===== src/rtl/sfr_pkg.sv =====
package sfr_pkg;
  localparam int AW       = 8;
  localparam int DW       = 8;
  localparam int NUM_REGS = 21;
  localparam int BIT_IW   = $clog2(DW);
  localparam int IDX_PSW  = 18;
  localparam int IDX_ACC  = 19;
  localparam int PSW_P    = 0;
  localparam int PSW_RSV  = 1;
  localparam int PSW_RS0  = 3;
  localparam int PSW_RS1  = 4;
  localparam logic [AW-1:0] ADDR_PSW  = 8'hD0;
  localparam logic [AW-1:0] ADDR_ACC  = 8'hE0;
  localparam logic [AW-1:0] ADDR_SBUF = 8'h99;

  function automatic logic [AW-1:0] reg_addr(input int i);
    case (i)
      0:  return 8'h80;  1:  return 8'h81;  2:  return 8'h82;
      3:  return 8'h83;  4:  return 8'h87;  5:  return 8'h88;
      6:  return 8'h89;  7:  return 8'h8A;  8:  return 8'h8B;
      9:  return 8'h8C;  10: return 8'h8D;  11: return 8'h90;
      12: return 8'h98;  13: return 8'h99;  14: return 8'hA0;
      15: return 8'hA8;  16: return 8'hB0;  17: return 8'hB8;
      18: return 8'hD0;  19: return 8'hE0;  default: return 8'hF0;
    endcase
  endfunction

  function automatic logic [DW-1:0] reg_rst(input logic [AW-1:0] a);
    case (a)
      8'h81:                      return 8'h07;
      8'h80, 8'h90, 8'hA0, 8'hB0: return 8'hFF;
      default:                    return 8'h00;
    endcase
  endfunction

  // Bits held at zero in storage (PSW parity is derived, PSW bit 1 reserved)
  function automatic logic [DW-1:0] reg_zero_mask(input logic [AW-1:0] a);
    return (a == ADDR_PSW) ? DW'((1 << PSW_P) | (1 << PSW_RSV)) : '0;
  endfunction
endpackage


===== src/rtl/sfr_decode.sv =====
module sfr_decode
  import sfr_pkg::*;
#(
  parameter int N = NUM_REGS
) (
  input  logic [AW-1:0] addr_i,
  output logic [N-1:0]  sel_o
);
  for (genvar g = 0; g < N; g++) begin : g_cmp
    assign sel_o[g] = (addr_i == reg_addr(g));
  end
endmodule


===== src/rtl/sfr_cell.sv =====
module sfr_cell
  import sfr_pkg::*;
#(
  parameter logic [DW-1:0] RST_VAL   = '0,
  parameter logic [DW-1:0] ZERO_MASK = '0,
  parameter bit            HAS_RST   = 1'b1
) (
  input  logic              clk_i,
  input  logic              rst_ni,
  input  logic              byte_we_i,
  input  logic [DW-1:0]     wdata_i,
  input  logic              bit_we_i,
  input  logic [BIT_IW-1:0] bit_idx_i,
  input  logic              bit_din_i,
  output logic [DW-1:0]     q_o
);
  logic [DW-1:0] q_q, d;

  always_comb begin
    d = q_q;
    if (byte_we_i)     d = wdata_i;   // byte write wins
    else if (bit_we_i) d[bit_idx_i] = bit_din_i;
    d = d & ~ZERO_MASK;
  end

  if (HAS_RST) begin : g_rst
    always_ff @(posedge clk_i or negedge rst_ni) begin
      if (!rst_ni) q_q <= RST_VAL;
      else         q_q <= d;
    end
  end else begin : g_nrst
    always_ff @(posedge clk_i) q_q <= d;
  end

  assign q_o = q_q;

  p_byte_load_r1: assert property (@(posedge clk_i) disable iff (!rst_ni)
    byte_we_i |=> q_o == ($past(wdata_i) & ~ZERO_MASK));
  p_bit_only_r5: assert property (@(posedge clk_i) disable iff (!rst_ni)
    (bit_we_i && !byte_we_i) |=>
      (((q_o ^ $past(q_o)) & ~(DW'(1) << $past(bit_idx_i))) == '0));
  p_hold_r2: assert property (@(posedge clk_i) disable iff (!rst_ni)
    (!byte_we_i && !bit_we_i) |=> $stable(q_o));
endmodule


===== src/rtl/sfr_bank.sv =====
module sfr_bank
  import sfr_pkg::*;
(
  input  logic       clk_i,
  input  logic       rst_ni,
  input  logic [7:0] addr_i,
  input  logic       we_i,
  input  logic [7:0] wdata_i,
  output logic [7:0] rdata_o,
  input  logic [7:0] bit_addr_i,
  input  logic       bit_we_i,
  input  logic       bit_din_i,
  output logic       bit_dout_o,
  output logic [1:0] bank_sel_o
);
  logic [NUM_REGS-1:0] byte_sel, bit_sel;
  logic [AW-1:0]       bit_reg_addr;
  logic [DW-1:0]       q    [NUM_REGS];
  logic [DW-1:0]       view [NUM_REGS];
  logic [DW-1:0]       bit_byte;
  logic                parity;

  // Only registers at xxxxx000 can match, i.e. the bit-addressable set
  assign bit_reg_addr = {bit_addr_i[AW-1:BIT_IW], {BIT_IW{1'b0}}};

  sfr_decode #(.N(NUM_REGS)) u_byte_dec (.addr_i(addr_i),       .sel_o(byte_sel));
  sfr_decode #(.N(NUM_REGS)) u_bit_dec  (.addr_i(bit_reg_addr), .sel_o(bit_sel));

  for (genvar g = 0; g < NUM_REGS; g++) begin : g_reg
    sfr_cell #(
      .RST_VAL  (reg_rst(reg_addr(g))),
      .ZERO_MASK(reg_zero_mask(reg_addr(g))),
      .HAS_RST  (reg_addr(g) != ADDR_SBUF)
    ) u_cell (
      .clk_i    (clk_i),
      .rst_ni   (rst_ni),
      .byte_we_i(we_i & byte_sel[g]),
      .wdata_i  (wdata_i),
      .bit_we_i (bit_we_i & bit_sel[g]),
      .bit_idx_i(bit_addr_i[BIT_IW-1:0]),
      .bit_din_i(bit_din_i),
      .q_o      (q[g])
    );
    if (g == IDX_PSW) begin : g_psw
      assign view[g] = q[g] | (DW'(parity) << PSW_P);
    end else begin : g_plain
      assign view[g] = q[g];
    end
  end

  assign parity = ^q[IDX_ACC];

  always_comb begin
    rdata_o  = '0;
    bit_byte = '0;
    for (int i = 0; i < NUM_REGS; i++) begin
      if (byte_sel[i]) rdata_o  = rdata_o  | view[i];
      if (bit_sel[i])  bit_byte = bit_byte | view[i];
    end
  end

  assign bit_dout_o = bit_byte[bit_addr_i[BIT_IW-1:0]];
  assign bank_sel_o = {q[IDX_PSW][PSW_RS1], q[IDX_PSW][PSW_RS0]};

  p_one_sel_r1: assert property (@(posedge clk_i) disable iff (!rst_ni)
    $onehot0(byte_sel) && $onehot0(bit_sel));
  p_unmapped_zero_r2: assert property (@(posedge clk_i) disable iff (!rst_ni)
    (byte_sel == '0) |-> (rdata_o == '0));
  p_bit_unmapped_r6: assert property (@(posedge clk_i) disable iff (!rst_ni)
    (bit_sel == '0) |-> !bit_dout_o);
  p_parity_r8: assert property (@(posedge clk_i) disable iff (!rst_ni)
    (bit_addr_i == ADDR_PSW && addr_i == ADDR_ACC) |-> (bit_dout_o == ^rdata_o));
  p_rsv_zero_r9: assert property (@(posedge clk_i) disable iff (!rst_ni)
    (addr_i == ADDR_PSW) |-> !rdata_o[PSW_RSV]);
  p_bank_r10: assert property (@(posedge clk_i) disable iff (!rst_ni)
    (addr_i == ADDR_PSW) |-> (bank_sel_o == rdata_o[PSW_RS1:PSW_RS0]));
endmodule


===== config.mk =====
export PLATFORM = sky130hd
export DESIGN_NAME = sfr_bank
export DESIGN_NICKNAME = d
export VERILOG_FILES = /design/src/rtl/sfr_pkg.sv /design/src/rtl/sfr_decode.sv /design/src/rtl/sfr_cell.sv /design/src/rtl/sfr_bank.sv
export SDC_FILE = /design/constraint.sdc
export NUM_CORES = 1
export LEC_CHECK = 0
export BUFFER_PORTS_ARGS = -buffer_cell sky130_fd_sc_hd__clkbuf_2
export CAP_MARGIN = 30
export CORE_ASPECT_RATIO = 1.5
export CORE_MARGIN = 2
export CORE_UTILIZATION = 28
export CTS_BUF_LIST = sky130_fd_sc_hd__clkbuf_4
export DETAILED_ROUTE_END_ITERATION = 7
export SLEW_MARGIN = 10
export SYNTH_ARGS = -nofsm -noshare
export SYNTH_HDL_FRONTEND = slang
export SYNTH_SLANG_ARGS = --single-unit

===== constraint.sdc =====
create_clock -name clk_i -period 2.21 [get_ports clk_i]
set_input_delay 0.1105 -clock clk_i [delete_from_list [all_inputs] [get_ports clk_i]]
set_output_delay 0.1105 -clock clk_i [all_outputs]
set_load 0.03 [all_outputs]

* After elaboration in Yosys (flattened, before gate mapping)
Index checks and enable logic that the tools add are counted.
** Word-level totals
- Bits of input ports :: 29
- Word-level logic and storage cells :: 210
- Register bits :: 166
- Output and inout bits :: 11
** Operators by class
- Bitwise gates (word level) :: 63
- Muxes and demuxes :: 79
- Equal/unequal tests :: 32
- Reductions and logical operators :: 13
- Order comparisons :: 2
** Operators with widths (count)
- $mux W8 :: 64
- $or A8 B8 Y8 :: 30
- $eq A8 B8 Y1 const B :: 21
- $bwmux W8 :: 11
- $eq A5 B5 Y1 const B :: 11
- $and A1 B1 Y1 :: 32
- $reduce_bool A2 Y1 :: 11
- $or A8 B1 Y8 :: 1
- $reduce_xor A8 Y1 :: 1
- $lt A3 B4 Y1 const B :: 1
- $bmux W1 S3 :: 1
- $demux W1 S3 :: 1
- $ge A3 B1 Y1 const B :: 1
- $mux W1 :: 2
- $logic_and A1 B1 Y1 :: 1

* Longest topological paths before layout
Gate-level depths: netlist of run 1.
- Depth after elaboration :: 42
- Gate-level depth with buffers :: 10
- Gate-level depth less buffers :: 6

* Cells and area by module
From an unflattened synthesis of run 1, not the netlist that was laid out.
** Unflattened totals
- Cell total of the unflattened synthesis :: 1288
- Area total of the unflattened synthesis :: 12030.3 µm²
** Modules (own cells, without submodules)
- sfr_cell at g_reg[10].u_cell ... :: seq. area each 200.2 µm², times used 14, cells an instance 42, area each 444.2 µm²
- sfr_bank :: seq. area each 0.0 µm², times used 1, cells an instance 334, area each 2194.6 µm²
- sfr_cell at g_reg[0].u_cell ... :: seq. area each 210.2 µm², times used 4, cells an instance 42, area each 454.2 µm²
- sfr_cell at g_reg[13].u_cell :: seq. area each 240.2 µm², times used 1, cells an instance 46, area each 551.8 µm²
- sfr_decode :: seq. area each 0.0 µm², times used 2, cells an instance 39, area each 225.2 µm²
- sfr_cell at g_reg[1].u_cell :: seq. area each 203.9 µm², times used 1, cells an instance 42, area each 447.9 µm²
- sfr_cell at g_reg[18].u_cell :: seq. area each 150.1 µm², times used 1, cells an instance 32, area each 350.3 µm²

* Worst setup path after synthesis of run 1
No wires, ideal clock.
- Kind :: input to output
- Start point :: in bit_addr_i[3]
- End point :: out bit_dout_o
- Data arrival time :: 1.779 ns
- Setup slack :: 0.320 ns
- Stages :: 7
- Path buffers :: 2
- Data required time :: 2.099 ns
- Path through :: buf_2 buf_2 mux4_2 a22oi_1 o31ai_1 o21ai_0 nand4_1
** On the way
- Cells in the longest elaborated chain, start to end :: 24
- Elaborated cells between the ends (all ways) :: 34
- Those cells by class :: eq/ne (11); mux (13); bitwise (10)
** Ends and longest elaborated chain
- start: declaration :: RTL line sfr_bank.sv:10 : input logic [7:0] bit_addr_i,
- $eq A5 B5 Y1 :: RTL line sfr_decode.sv:10 : assign sel_o[g] = (addr_i == reg_addr(g));
- $mux W8 :: RTL line sfr_bank.sv:58 : if (bit_sel[i]) bit_byte = bit_byte | view[i];
- $or A8 B8 Y8 :: RTL line sfr_bank.sv:58
- $mux W8 :: RTL line sfr_bank.sv:58
- $or A8 B8 Y8 :: RTL line sfr_bank.sv:58
- $mux W8 :: RTL line sfr_bank.sv:58
- $or A8 B8 Y8 :: RTL line sfr_bank.sv:58
- $mux W8 :: RTL line sfr_bank.sv:58
- [... 8 more ...]
- $or A8 B8 Y8 :: RTL line sfr_bank.sv:58
- $mux W8 :: RTL line sfr_bank.sv:58
- $or A8 B8 Y8 :: RTL line sfr_bank.sv:58
- $mux W8 :: RTL line sfr_bank.sv:58
- $or A8 B8 Y8 :: RTL line sfr_bank.sv:58
- $mux W8 * :: RTL line sfr_bank.sv:58
- $bmux W1 S3 * :: RTL line sfr_bank.sv:62 : assign bit_dout_o = bit_byte[bit_addr_i[BIT_IW-1:0]];
- $mux W1 (not written as such) * :: RTL line sfr_bank.sv:62
- end: declaration :: RTL line sfr_bank.sv:13 : output logic bit_dout_o,
Every way passes the cells marked *; elsewhere a longest branch is shown, timed or not. The select of a mux whose other input is x is not followed.

* Worst setup path in the final report of run 1
- Start point :: reg g_reg[19].u_cell.q_q[0]
- End point :: out rdata_o[0]
** On the way
- Cells in the longest elaborated chain, start to end :: 8
** Ends and longest elaborated chain
- start: declaration :: RTL line sfr_cell.sv:17 : logic [DW-1:0] q_q, d;
- start signal: assignment :: RTL line sfr_cell.sv:28 : if (!rst_ni) q_q <= RST_VAL;
- start signal: assignment :: RTL line sfr_cell.sv:29 : else q_q <= d;
- $reduce_xor A8 Y1 :: RTL line sfr_bank.sv:51 : assign parity = ^q[IDX_ACC];
- $or A8 B1 Y8 :: RTL line sfr_bank.sv:45 : assign view[g] = q[g] | (DW'(parity) << PSW_P);
- $or A8 B8 Y8 :: RTL line sfr_bank.sv:57 : if (byte_sel[i]) rdata_o = rdata_o | view[i];
- $mux W8 :: RTL line sfr_bank.sv:57
- $or A8 B8 Y8 :: RTL line sfr_bank.sv:57
- $mux W8 * :: RTL line sfr_bank.sv:57
- $or A8 B8 Y8 :: RTL line sfr_bank.sv:57
- $mux W8 * :: RTL line sfr_bank.sv:57
- end: declaration :: RTL line sfr_bank.sv:9 : output logic [7:0] rdata_o,
Every way passes the cells marked *; elsewhere a longest branch is shown, timed or not.

==> results.txt, run 1 <==
For the final database, setup skew stands at 0 ps. The count of nets left with antenna violations once routing finished came out at 0. The headroom to the max-slew limit is 48.87%. The number of ports placed on the die boundary is 40. The number of buffers inserted during clock tree synthesis came out at 17. The global-route wire length before repair came out at 59000 µm. The checks that failed: setup timing.

In the routed design, unresolved DRC markers number 0. In this run the critical register-to-register path is captured at g_reg[16].u_cell.q_o[4]. The routed wirelength normalized by instance count is 24.34 µm. Detailed routing inserted a total of 8853 vias. The summed instance area of the synthesized netlist came out at 0.01015 mm². The pre-CTS setup slack is -117.4 ps. The first-pass detailed-route iteration total is 5. The sequential fraction of the synthesis area came out at 41.77%.

The overall fraction of global-route tracks in use came out at 21.30%. Of the cells placed in the final design, the portion with a size suffix greater than 1 is 34.99%. The maximum fanout along the worst path came out at 3. The core footprint is 0.03584 mm². The die covers 0.03781 mm². The count of synthesis-stage warnings from yosys is 0. The number of rows in the core area came out at 85. The final global-route overflow total is 0. The quantity of I/O buffers inserted on ports came out at 39. At the end of routability-driven placement, the weighted congestion stood at 0.9735. The critical path data arrival time came out at 2550 ps. Setup repair after global routing could not meet its margin everywhere. Entering global routing, the biggest net connects 87 pins. The setup violation total in the final timing report came out at 8. In this run the horizontal extent of the chip is 159.4 µm. After clock tree synthesis, the clock-pin slew on the worst setup and hold paths is 140 ps.

The top achievable clock speed is 375.6 MHz. After detailed routing, the total wire length is 40120 µm. The worst-case clock buffer depth is 2. The worst-case reg-to-reg path depth is 3.

The average via count per standard cell is 5.372. The area occupied by registers is 0.004244 mm². The initial core utilization is 28.31%. Summed over all nets, the half-perimeter wirelength after detailed placement is 29790 µm.

The number of DRC markers in iteration 0 is 742. The average cell area after synthesis came out at 9.626 µm². Counting the fill cells in the layout gives 3651.

The number of antenna violations at the first check in global routing was 1. The count of final max-slew check failures is 0. The number of enable-type register cells in the synthesized netlist came out at 8. Across all setup checks in the final design, the least slack found is -452.7 ps. The max-capacitance violation count is 0. The flow ran to the end, but the final reports show violations.

The synthesis-stage register bit count came out at 166. The count of final hold-check violations is 0. TritonCTS built the clock tree. VDD sags by at most 0.4016 mV. In this run the power density over the cells is 563.1 mW/mm². The number of cells produced by synthesis is 1054.

The clock tree root driver cell is sky130_fd_sc_hd__clkbuf_4. The unique cell type count in the Yosys netlist came out at 68. The area of the multi-input gates came out at 0.005808 mm². The setup total negative slack is -1705 ps. The final critical delay including setup and external delays came out at 2663 ps.

The flip-flop count of the largest register, all copies and words added is 166. The number of levels the H-tree was split into is 4. The most critical setup path has its endpoint at rdata_o[0].

The clock insertion delay at the later pin of the skew report is 640 ps. The die is 237.1 µm tall. The leading register cell type out of synthesis is sky130_fd_sc_hd__dfrtp_1. The worst setup path is captured at an output port.

The most critical setup path has its startpoint at g_reg[19].u_cell.q_o[0]. At the worst endpoint, the required time is 2100 ps. The flop-to-flop setup slack came out at 1160 ps. In this run the critical register-to-register path is launched from g_reg[16].u_cell.q_o[4]. The type of the tightest min-delay check is in -> reg. The net total in the final layout is 1185. The sort of element at the start of the critical path is a flop. The transition time at the pin with the least slew margin came out at 766.9 ps. The number of clock sinks came out at 166. The synthesized net count came out at 1083. From synthesis to final layout, the design area changed by 22.32%. The static leakage power is 0.005520 µW. The class of the most critical setup path is reg -> out.

The via count of the first global-routing pass is 9007. The async set or reset register ratio after synthesis came out at 95.18%. The part of the cycle the worst path needs came out at 120.5%.
## cells by family (layout without fill, tap and decap cells)
group                     count (synthesis)  count (layout)  synth area share [%]
other                                     0               1                     0
buffers and inverters                    97             212                 4.403
xor gates and xnor gates                  7               7                0.6043
DFF                                     166             166                 41.77
muxes                                   212             212                 22.54
and+or+nand+nor                         365             365                 18.05
AOI/OAI and AO/OA                       207             207                 12.63
## metal layers
metal	vias up	routed length (µm)	global-route usage, %
met1	4369	14440	22.54
met3	138	1968	3.385
met4	0	3246	16.50
met2	343	20460	37.80
met5	-	0	0
li1	4003	-	-
## cells in the mapped netlist (6+ instances only)
master	number	share of area, %
sky130_fd_sc_hd__mux2_2	82	9.1
sky130_fd_sc_hd__xnor2_1	7	0.60
sky130_fd_sc_hd__a21oi_1	86	4.2
sky130_fd_sc_hd__nor2_1	136	5.0
sky130_fd_sc_hd__dfstp_2	35	9.1
sky130_fd_sc_hd__inv_1	6	0.22
sky130_fd_sc_hd__o21ai_0	37	1.8
sky130_fd_sc_hd__nand3b_1	8	0.59
sky130_fd_sc_hd__nand2_1	105	3.9
sky130_fd_sc_hd__buf_2	25	1.2
sky130_fd_sc_hd__mux2i_1	125	12
sky130_fd_sc_hd__a221oi_1	12	1.0
sky130_fd_sc_hd__o22ai_1	10	0.62
sky130_fd_sc_hd__a211oi_1	6	0.44
sky130_fd_sc_hd__and2_1	6	0.37
sky130_fd_sc_hd__nor3_1	11	0.54
sky130_fd_sc_hd__edfxtp_1	8	2.4
sky130_fd_sc_hd__and3_1	12	0.74
sky130_fd_sc_hd__dfrtp_1	123	30
sky130_fd_sc_hd__clkbuf_1	50	1.8
sky130_fd_sc_hd__nor2b_1	6	0.37
sky130_fd_sc_hd__a31oi_1	6	0.37
sky130_fd_sc_hd__nand3_1	27	1.3
sky130_fd_sc_hd__a22oi_1	24	1.8
## worst min-delay path by stage
stage	from	to	slack (ps)	cells after the start
5_1_grt	wdata_i[1]	g_reg[0].u_cell.q_o[1]	70	3
6_report	wdata_i[0]	g_reg[0].u_cell.q_o[0]	50	3
4_1_cts	wdata_i[0]	g_reg[0].u_cell.q_o[0]	10	3
2_1_floorplan	rst_ni	g_reg[10].u_cell.q_o[0]	-190	0
3_3_place_gp	rst_ni	g_reg[20].u_cell.q_o[6]	60	1
3_5_place_dp	rst_ni	g_reg[20].u_cell.q_o[6]	70	1
## critical path: stages (launching register included)
cell and delay, ps:
sky130_fd_sc_hd__dfrtp_1 460, sky130_fd_sc_hd__and4b_1 210, sky130_fd_sc_hd__a41oi_2 170, sky130_fd_sc_hd__o22ai_2 110
sky130_fd_sc_hd__a221o_1 330, sky130_fd_sc_hd__nor4_2 210, sky130_fd_sc_hd__buf_4 180, sky130_fd_sc_hd__nand3_4 90
sky130_fd_sc_hd__buf_8 160
## cells in the final DEF, fill, tap and decap left out, drive strengths merged, types with 7 or more instances in the layout
cell and n:
a22oi 24, nor2 140, o22ai 10, xnor2 7
dfstp 35, a221oi 12, inv 9, buf 139
edfxtp 8, nand2 111, clkbuf 52, and3 12
nand3b 9, nand3 28, mux2i 125, o21ai 37
mux2 82, dfrtp 123, a21oi 86, nor3 15
## metrics by stage
stage               total power (µW)  utilization [%]  instances  instance area, µm²  hold WS [ps]
CTS                             6948            34.24       1644               12270         10.48
floorplan                       4221                -       1054               10150        -185.1
global placement                4846            32.08       1595               11500         57.02
detailed placement              4865            32.08       1595               11500         66.25
finish                          6988            34.63       1648               12410         54.04
global route                    7244            34.63       1648               12410         71.14
## final cells by class
class,instances,area share [%]
antenna,1,0.02016
clock buffer,19,1.149
clock inverter,13,1.250
inverter,6,0.1815
multi-input combinational,791,46.80
sequential,166,34.20
tap,478,4.819
timing repair buffer,174,11.58
## power breakdown
group	switching [µW]	internal [µW]	total (µW)
clock	1150	806	1960
combinational	757	599	1360
sequential	318	3360	3680
total	2230	4760	6990
## timing repair
action	4_1_cts	5_1_grt
resized for setup	78	24
setup endpoints to repair	9	9
setup buffers	15	4
hold endpoints to repair	136	0
pin swaps	19	10
hold buffers	3	0
(Power assumes the default switching activity.)
==> run 2: changes to the inputs <==
- CORE_MARGIN: 2 -> unset
==> results.txt, run 2 (synthesis results as in run 1) <==
The run finished, with violations left. The checks that failed: setup timing. The width of the die is 157.4 µm (-1.3%). Setup repair after global routing could not meet its margin everywhere. The sort of element at the start of the critical path is a flop. The power dissipated by switching net loads is 2333 µW (+4.8%).

The worst clock skew is 0 ps (unchanged). The number of cells in the finished layout apart from fillers is 1646 (-0.12%). TritonCTS built the clock tree. The flip-flop count of the largest register, all copies and words added came to 166 (unchanged). The clock transition at the register clock pins on the worst setup and hold paths after CTS came to 140 ps (about the same). The most common library cell in the layout ignoring fill and taps is sky130_fd_sc_hd__nor2_1.

The cell with the largest stage delay on the worst path is sky130_fd_sc_hd__dfrtp_1. The core footprint came out at 0.03584 mm² (unchanged). The end-of-flow core utilization is 34.47% (-0.16 points). The critical path buffer and inverter count is 3 (+1). The headroom to the max-slew limit is 47.16% (-1.7 points).

The average via count per standard cell is 5.335 (-0.69%). The number of levels the H-tree was split into is 4 (unchanged). The max-capacitance violation count is 0 (unchanged). The final estimated routing congestion in global placement is 0.9821 (+0.88%).

The post-placement cell count came to 1600 (+0.31%). The pre-CTS setup slack came out at -364.5 ps (-247.1 ps). The maximum fanout along the worst path is 2 (-1). The sum of net half-perimeters after detailed placement was 29330 µm (-1.5%). The initial core utilization came out at 28.31% (unchanged).

The final critical delay including setup and external delays was 2762 ps (+99.63 ps). The via count of the first global-routing pass came out at 9025 (+0.20%). The count of final hold-check violations was 0 (unchanged). The number of buffers inserted during clock tree synthesis came to 17 (unchanged). The peak supply drop is 0.5001 mV (+25%).

Traced cell by cell, the critical path runs through buf_6 -> xnor2_4 -> xnor2_2 -> xnor2_2 -> nor3_2 -> nor4_4 -> buf_4 -> nand3_4 -> buf_8. The combinational fraction of design power is 20.0% (+0.6 points). The detailed-route wire length is 39350 µm (-1.9%). Tracing the worst setup path back leads to its startpoint at g_reg[19].u_cell.q_o[2]. The quantity of I/O buffers inserted on ports is 39 (unchanged). The post-layout worst setup margin is -552.3 ps (-99.63 ps). In this design, the largest share of critical-path delay is due to simple AND/OR/NAND/NOR gates. The overall die height came out at 235.1 µm (-0.84%). STA classifies the critical path endpoint as an output port. The critical path is of the reg -> out type. The number of fill cells in the layout came to 3670 (+0.52%). The synthesis-to-finish area growth is 21.77%.

The number of rows in the core area came out at 85 (unchanged). The clock tree root driver cell is sky130_fd_sc_hd__clkbuf_4. The top achievable clock speed was 362.0 MHz (-3.6%). The number of ports placed on the die boundary is 40 (unchanged).

The static leakage power is 0.005468 µW (-0.94%). The transition time at the pin with the least slew margin came to 792.6 ps (+25.73 ps). The total power density per cell area was 560.0 mW/mm² (-0.55%). The proportion of total power due to net switching is 33.72% (+1.9 points). The overall fraction of global-route tracks in use came out at 22.03% (+0.73 points). The number of DRC markers in iteration 0 is 649 (-13%). The die outline area is 0.03702 mm² (-2.1%). The global-route wire length before repair was 58200 µm (-1.3%). The first-pass detailed-route iteration total is 5 (unchanged). The critical path's most frequent cell is sky130_fd_sc_hd__xnor2_2.

The clock share of power is 27.1% (-0.9 points). The routed wirelength normalized by instance count is 23.91 µm (-1.8%). The ratio of cells with drive above 1 in the final layout came out at 34.36% (-0.63 points). The number of antenna violations at the first check in global routing is 1 (unchanged). The clock insertion delay at the later pin of the skew report is 650 ps (about the same). The worst min-delay path startpoint is wdata_i[0]. The count of unresolved DRC violations after routing was 0 (unchanged). The count of final max-slew check failures came out at 0 (unchanged).

The share of total power in sequential cells is 52.9% (+0.3 points). The part of the cycle the worst path needs is 125.0% (+4.5 points). The critical path data arrival time is 2650 ps (+100 ps). The worst-case clock buffer depth is 2 (unchanged). The library cells used most frequently in the layout, excluding fill and tap cells, are sky130_fd_sc_hd__nor2_1, sky130_fd_sc_hd__mux2i_1, sky130_fd_sc_hd__buf_4, sky130_fd_sc_hd__dfrtp_1, sky130_fd_sc_hd__nand2_1. The path class of the tightest hold or removal check is in -> reg.

The pin count of the biggest net entering global routing came out at 56 (-36%). The net total in the final layout came out at 1183 (-0.17%). The setup violation total in the final timing report came out at 9 (+1). The total power of the final layout came out at 6918 µW (-1.0%).

The via total after detailed routing was 8781 (-0.81%). The final global-route overflow total is 0 (unchanged). The cell-internal power is 4585 µW (-3.7%). The number of clock sinks is 166 (unchanged). The required time of the critical path came to 2100 ps (about the same). In this run the critical register-to-register path is launched from g_reg[19].u_cell.q_o[2]. The remaining antenna violation count after routing is 0 (unchanged). The largest stage delay on the critical path came to 420 ps (-40 ps).
## run 2: layout make-up
type,instances,area [µm²],share of cell area [%]
Multi-Input combinational cell,791,5793,46.89
Sequential cell,166,4247,34.37
Timing Repair Buffer,172,1405,11.37
Tap cell,478,598.1,4.841
Clock inverter,15,158.9,1.286
Clock buffer,17,127.6,1.033
Inverter,6,22.52,0.1823
Antenna cell,1,2.502,0.02026
## run 2: worst paths after layout
path	to	slack [ps]	depth (start not counted)
worst max-delay path	rdata_o[0]	-550	9
worst min-delay path	g_reg[0].u_cell.q_o[0]	60	3
worst max register to register	g_reg[19].u_cell.q_o[2]	1040	5
worst min register to register	g_reg[3].u_cell.q_o[1]	520	1
max in group asynchronous	g_reg[11].u_cell.q_o[5]	1180	4
min in group asynchronous	g_reg[16].u_cell.q_o[7]	580	3
## run 2: worst reg2reg max path, cell delays in order (launching register included)
cell                      delay (ps)
sky130_fd_sc_hd__dfrtp_1         420
sky130_fd_sc_hd__buf_4           150
sky130_fd_sc_hd__buf_6           120
sky130_fd_sc_hd__buf_4           140
sky130_fd_sc_hd__mux2i_1         150
sky130_fd_sc_hd__a21oi_1          90
## run 2: timing repair
action	in CTS	in global routing
resized for setup	74	22
hold buffers	6	0
pin swaps	25	18
setup endpoints to repair	9	9
buffers inserted	6	4
endpoints found under the hold margin	164	0
## run 2: stage by stage
step                      hold slack [ps]  cell area [µm²]  setup TNS [ps]
after floorplan                    -185.1            10150               0
after global placement              38.18            11510          -688.4
after detailed placement            35.75            11510          -693.5
after CTS                           7.614            12230           -2739
after global routing                54.62            12350           -3220
final                               55.23            12350           -2268
## run 2: power by group through the flow
stage	Sequential [µW]	Combinational, µW	Clock, µW
floorplan	3530	687	0
global placement	3690	1180	0
detailed placement	3690	1200	0
CTS	3640	1290	1940
global route	3680	1480	2040
finish	3660	1380	1880
## run 2: per-layer routing
layer / vias to the layer above / global-route usage, % / share of wire, %
met3: 128 / 3.774 / 4.8
met2: 321 / 36.66 / 50
met4: 0 / 16.39 / 7.7
met5: - / 0 / 0
met1: 4339 / 25.01 / 38
li1: 3993 / - / -
==> run 3: changes to the inputs <==
- CORE_UTILIZATION: 28 -> 45
==> results.txt, run 3 (synthesis results as in run 1) <==
The run finished, with violations left. The final reports fail on setup timing. The signal on the critical path passes through mux2i_4 -> nor3_2 -> a211oi_2 -> nand4_1 -> a221oi_2 -> nand4_1 -> clkbuf_8.

The type of element capturing the critical path is an output port. The overall fraction of global-route tracks in use is 34.01% (+12 points). The count of unresolved DRC violations after routing is 0 (unchanged). The first-pass detailed-route iteration total came to 5 (unchanged). The initial core utilization is 46.36% (+18 points). The width of the die is 124.6 µm (-21%).

The ratio of cells with drive above 1 in the final layout came out at 33.04% (-1.3 points). The number of clock sinks is 166 (unchanged). The flop-to-flop setup slack is 1160 ps (+120 ps).

The worst-case reg-to-reg path depth is 3 (-2). The final critical delay including setup and external delays is 2616 ps (-146.6 ps). The critical path buffer and inverter count is 1 (-2).

The detailed-route wire length is 38080 µm (-3.2%). The most critical setup path has its startpoint at g_reg[17].u_cell.q_o[3]. The core footprint came out at 0.02188 mm² (-39%). The kind of cell with the highest combined delay along the critical path is compound AO/OA/AOI/OAI gates. The critical path is of the reg -> out type. The headroom to the max-slew limit is 51.13% (+4.0 points). The count of final max-slew check failures is 0 (unchanged). The count of final hold-check violations is 0 (unchanged). The via total after detailed routing came out at 8725 (-0.64%). The number of antenna violations at the first check in global routing is 1 (unchanged).

The area growth from synthesis to layout is 18.10%. The number of levels the H-tree was split into is 4 (unchanged). The sum of net half-perimeters after detailed placement is 28240 µm (-3.7%). The number of DRC markers in iteration 0 is 743 (+14%). The average via count per standard cell came to 6.131 (+15%). The worst register-to-register path begins at g_reg[0].u_cell.q_o[5]. The path with the worst hold slack has its endpoint at g_reg[0].u_cell.q_o[2]. The via count of the first global-routing pass came out at 8682 (-3.8%). The number of rows in the core area is 66 (-22%). The top achievable clock speed came to 382.3 MHz (+5.6%). The number of fill cells in the layout came out at 1983 (-46%). The worst min-delay path startpoint is bit_din_i.

The die outline area came out at 0.02316 mm² (-37%). The cell depth of the worst hold path came to 4 (+1). The final estimated routing congestion in global placement came to 1.007 (+2.5%). The post-layout worst setup margin was -405.7 ps (+146.6 ps). Leaving out fill and tap cells, the most frequent cell in the layout is sky130_fd_sc_hd__nor2_1. The clock transition at the register clock pins on the worst setup and hold paths after CTS came out at 140 ps (about the same). The clock insertion delay at the later pin of the skew report is 610 ps (-40 ps). The worst setup path is launched from a flop. The pin count of the biggest net entering global routing is 87 (+55%). Leaving out fill and tap cells, the most frequent cells in the layout are sky130_fd_sc_hd__nor2_1, sky130_fd_sc_hd__mux2i_1, sky130_fd_sc_hd__dfrtp_1, sky130_fd_sc_hd__nand2_1, sky130_fd_sc_hd__buf_4.

The cell with the largest stage delay on the worst path is sky130_fd_sc_hd__dfrtp_2. The cell count along the critical path is 7 (-2). The max-capacitance violation count came out at 0 (unchanged).

The global-route wire length before repair is 56680 µm (-2.6%). The worst-case clock buffer depth is 2 (unchanged). The static leakage power is 0.005408 µW (-1.1%). The setup violation total in the final timing report came to 8 (-1). The total power density per cell area came out at 564.3 mW/mm² (+0.78%). The total power of the final layout is 6762 µW (-2.3%). The worst clock skew is 0 ps (unchanged). The routed wirelength normalized by instance count is 26.76 µm (+12%). The overall die height is 185.9 µm (-21%). The maximum fanout along the worst path was 2 (unchanged). TritonCTS built the clock tree.

The terminus of the critical flop-to-flop path is g_reg[0].u_cell.q_o[5]. The pre-CTS setup slack came out at -295.2 ps (+69.26 ps). The number of ports placed on the die boundary is 40 (unchanged).

The worst hold path belongs to the class in -> reg. The peak supply drop is 0.4159 mV (-17%). The required time of the critical path was 2100 ps (about the same). The transition time at the pin with the least slew margin was 733.1 ps (-59.53 ps).

Counting stages on the worst path, the most repeated cell is sky130_fd_sc_hd__nand4_1. The net total in the final layout is 1166 (-1.4%). The quantity of I/O buffers inserted on ports is 39 (unchanged). The part of the cycle the worst path needs is 118.4% (-6.6 points). The critical path data arrival time came out at 2510 ps (-140 ps). The flip-flop count of the largest register, all copies and words added is 166 (unchanged). The remaining antenna violation count after routing is 0 (unchanged).

The final global-route overflow total was 0 (unchanged). The largest stage delay on the critical path came out at 470 ps (+50 ps). Setup repair after global routing could not meet its margin everywhere. The number of buffers inserted during clock tree synthesis is 17 (unchanged). The tree is rooted in a sky130_fd_sc_hd__clkbuf_4.
[run 3: final cells by class]
| class | count | area [µm²] | area share, % |
|---|---|---|---|
| multi-input combinational | 791 | 5788 | 48.30 |
| timing repair buffer | 155 | 1318 | 11.00 |
| inverter | 6 | 22.52 | 0.1880 |
| clock buffer | 21 | 157.7 | 1.316 |
| antenna | 1 | 2.502 | 0.02088 |
| sequential | 166 | 4244 | 35.42 |
| tap | 272 | 340.3 | 2.840 |
| clock inverter | 11 | 110.1 | 0.9189 |
[run 3: through the flow]
step	cell area (µm²)	TNS (ps)	std cells	utilization (%)	hold slack [ps]
6_report	11980	-1728	1423	54.76	54.42
5_1_grt	11980	-2450	1423	54.76	51.51
4_1_cts	11920	-1921	1421	54.46	22.52
3_5_place_dp	11190	-390.1	1381	51.14	81.13
3_3_place_gp	11190	-439.5	1381	51.14	79.22
2_1_floorplan	10150	0	1054	-	-185.1
[run 3: worst max-delay path by stage]
stage / slack [ps] / end
floorplan: 320 / bit_dout_o
global placement: -300 / rdata_o[5]
detailed placement: -300 / rdata_o[5]
CTS: -410 / rdata_o[0]
global route: -490 / rdata_o[0]
finish: -410 / bit_dout_o
[run 3: timing repair]
| action | in CTS | in global routing |
|---|---|---|
| hold buffers | 3 | 0 |
| resized for setup | 79 | 17 |
| setup endpoints to repair | 9 | 9 |
| hold endpoints to repair | 137 | 0 |
| setup buffers | 6 | 3 |
| pin swaps | 17 | 10 |
[run 3: layer usage]
layer	part of all wire (%)	routed length (µm)	global-route usage, %
met1	37	14140	38.21
met2	50	19150	59.07
met3	4.9	1877	4.886
met4	7.7	2917	24.72
met5	0	0	0
[run 3: worst reg2reg max path, stage by stage, from the launching register on]
cell	delay [ps]
sky130_fd_sc_hd__dfstp_2	610
sky130_fd_sc_hd__buf_4	150
sky130_fd_sc_hd__mux2i_1	60
sky130_fd_sc_hd__o21ai_0	170
[run 3: power breakdown]
part           switching [µW]  internal, µW  leakage [µW]
Combinational             730           578       0.00315
Sequential                319          3360       0.00211
Clock                    1070           707      0.000152
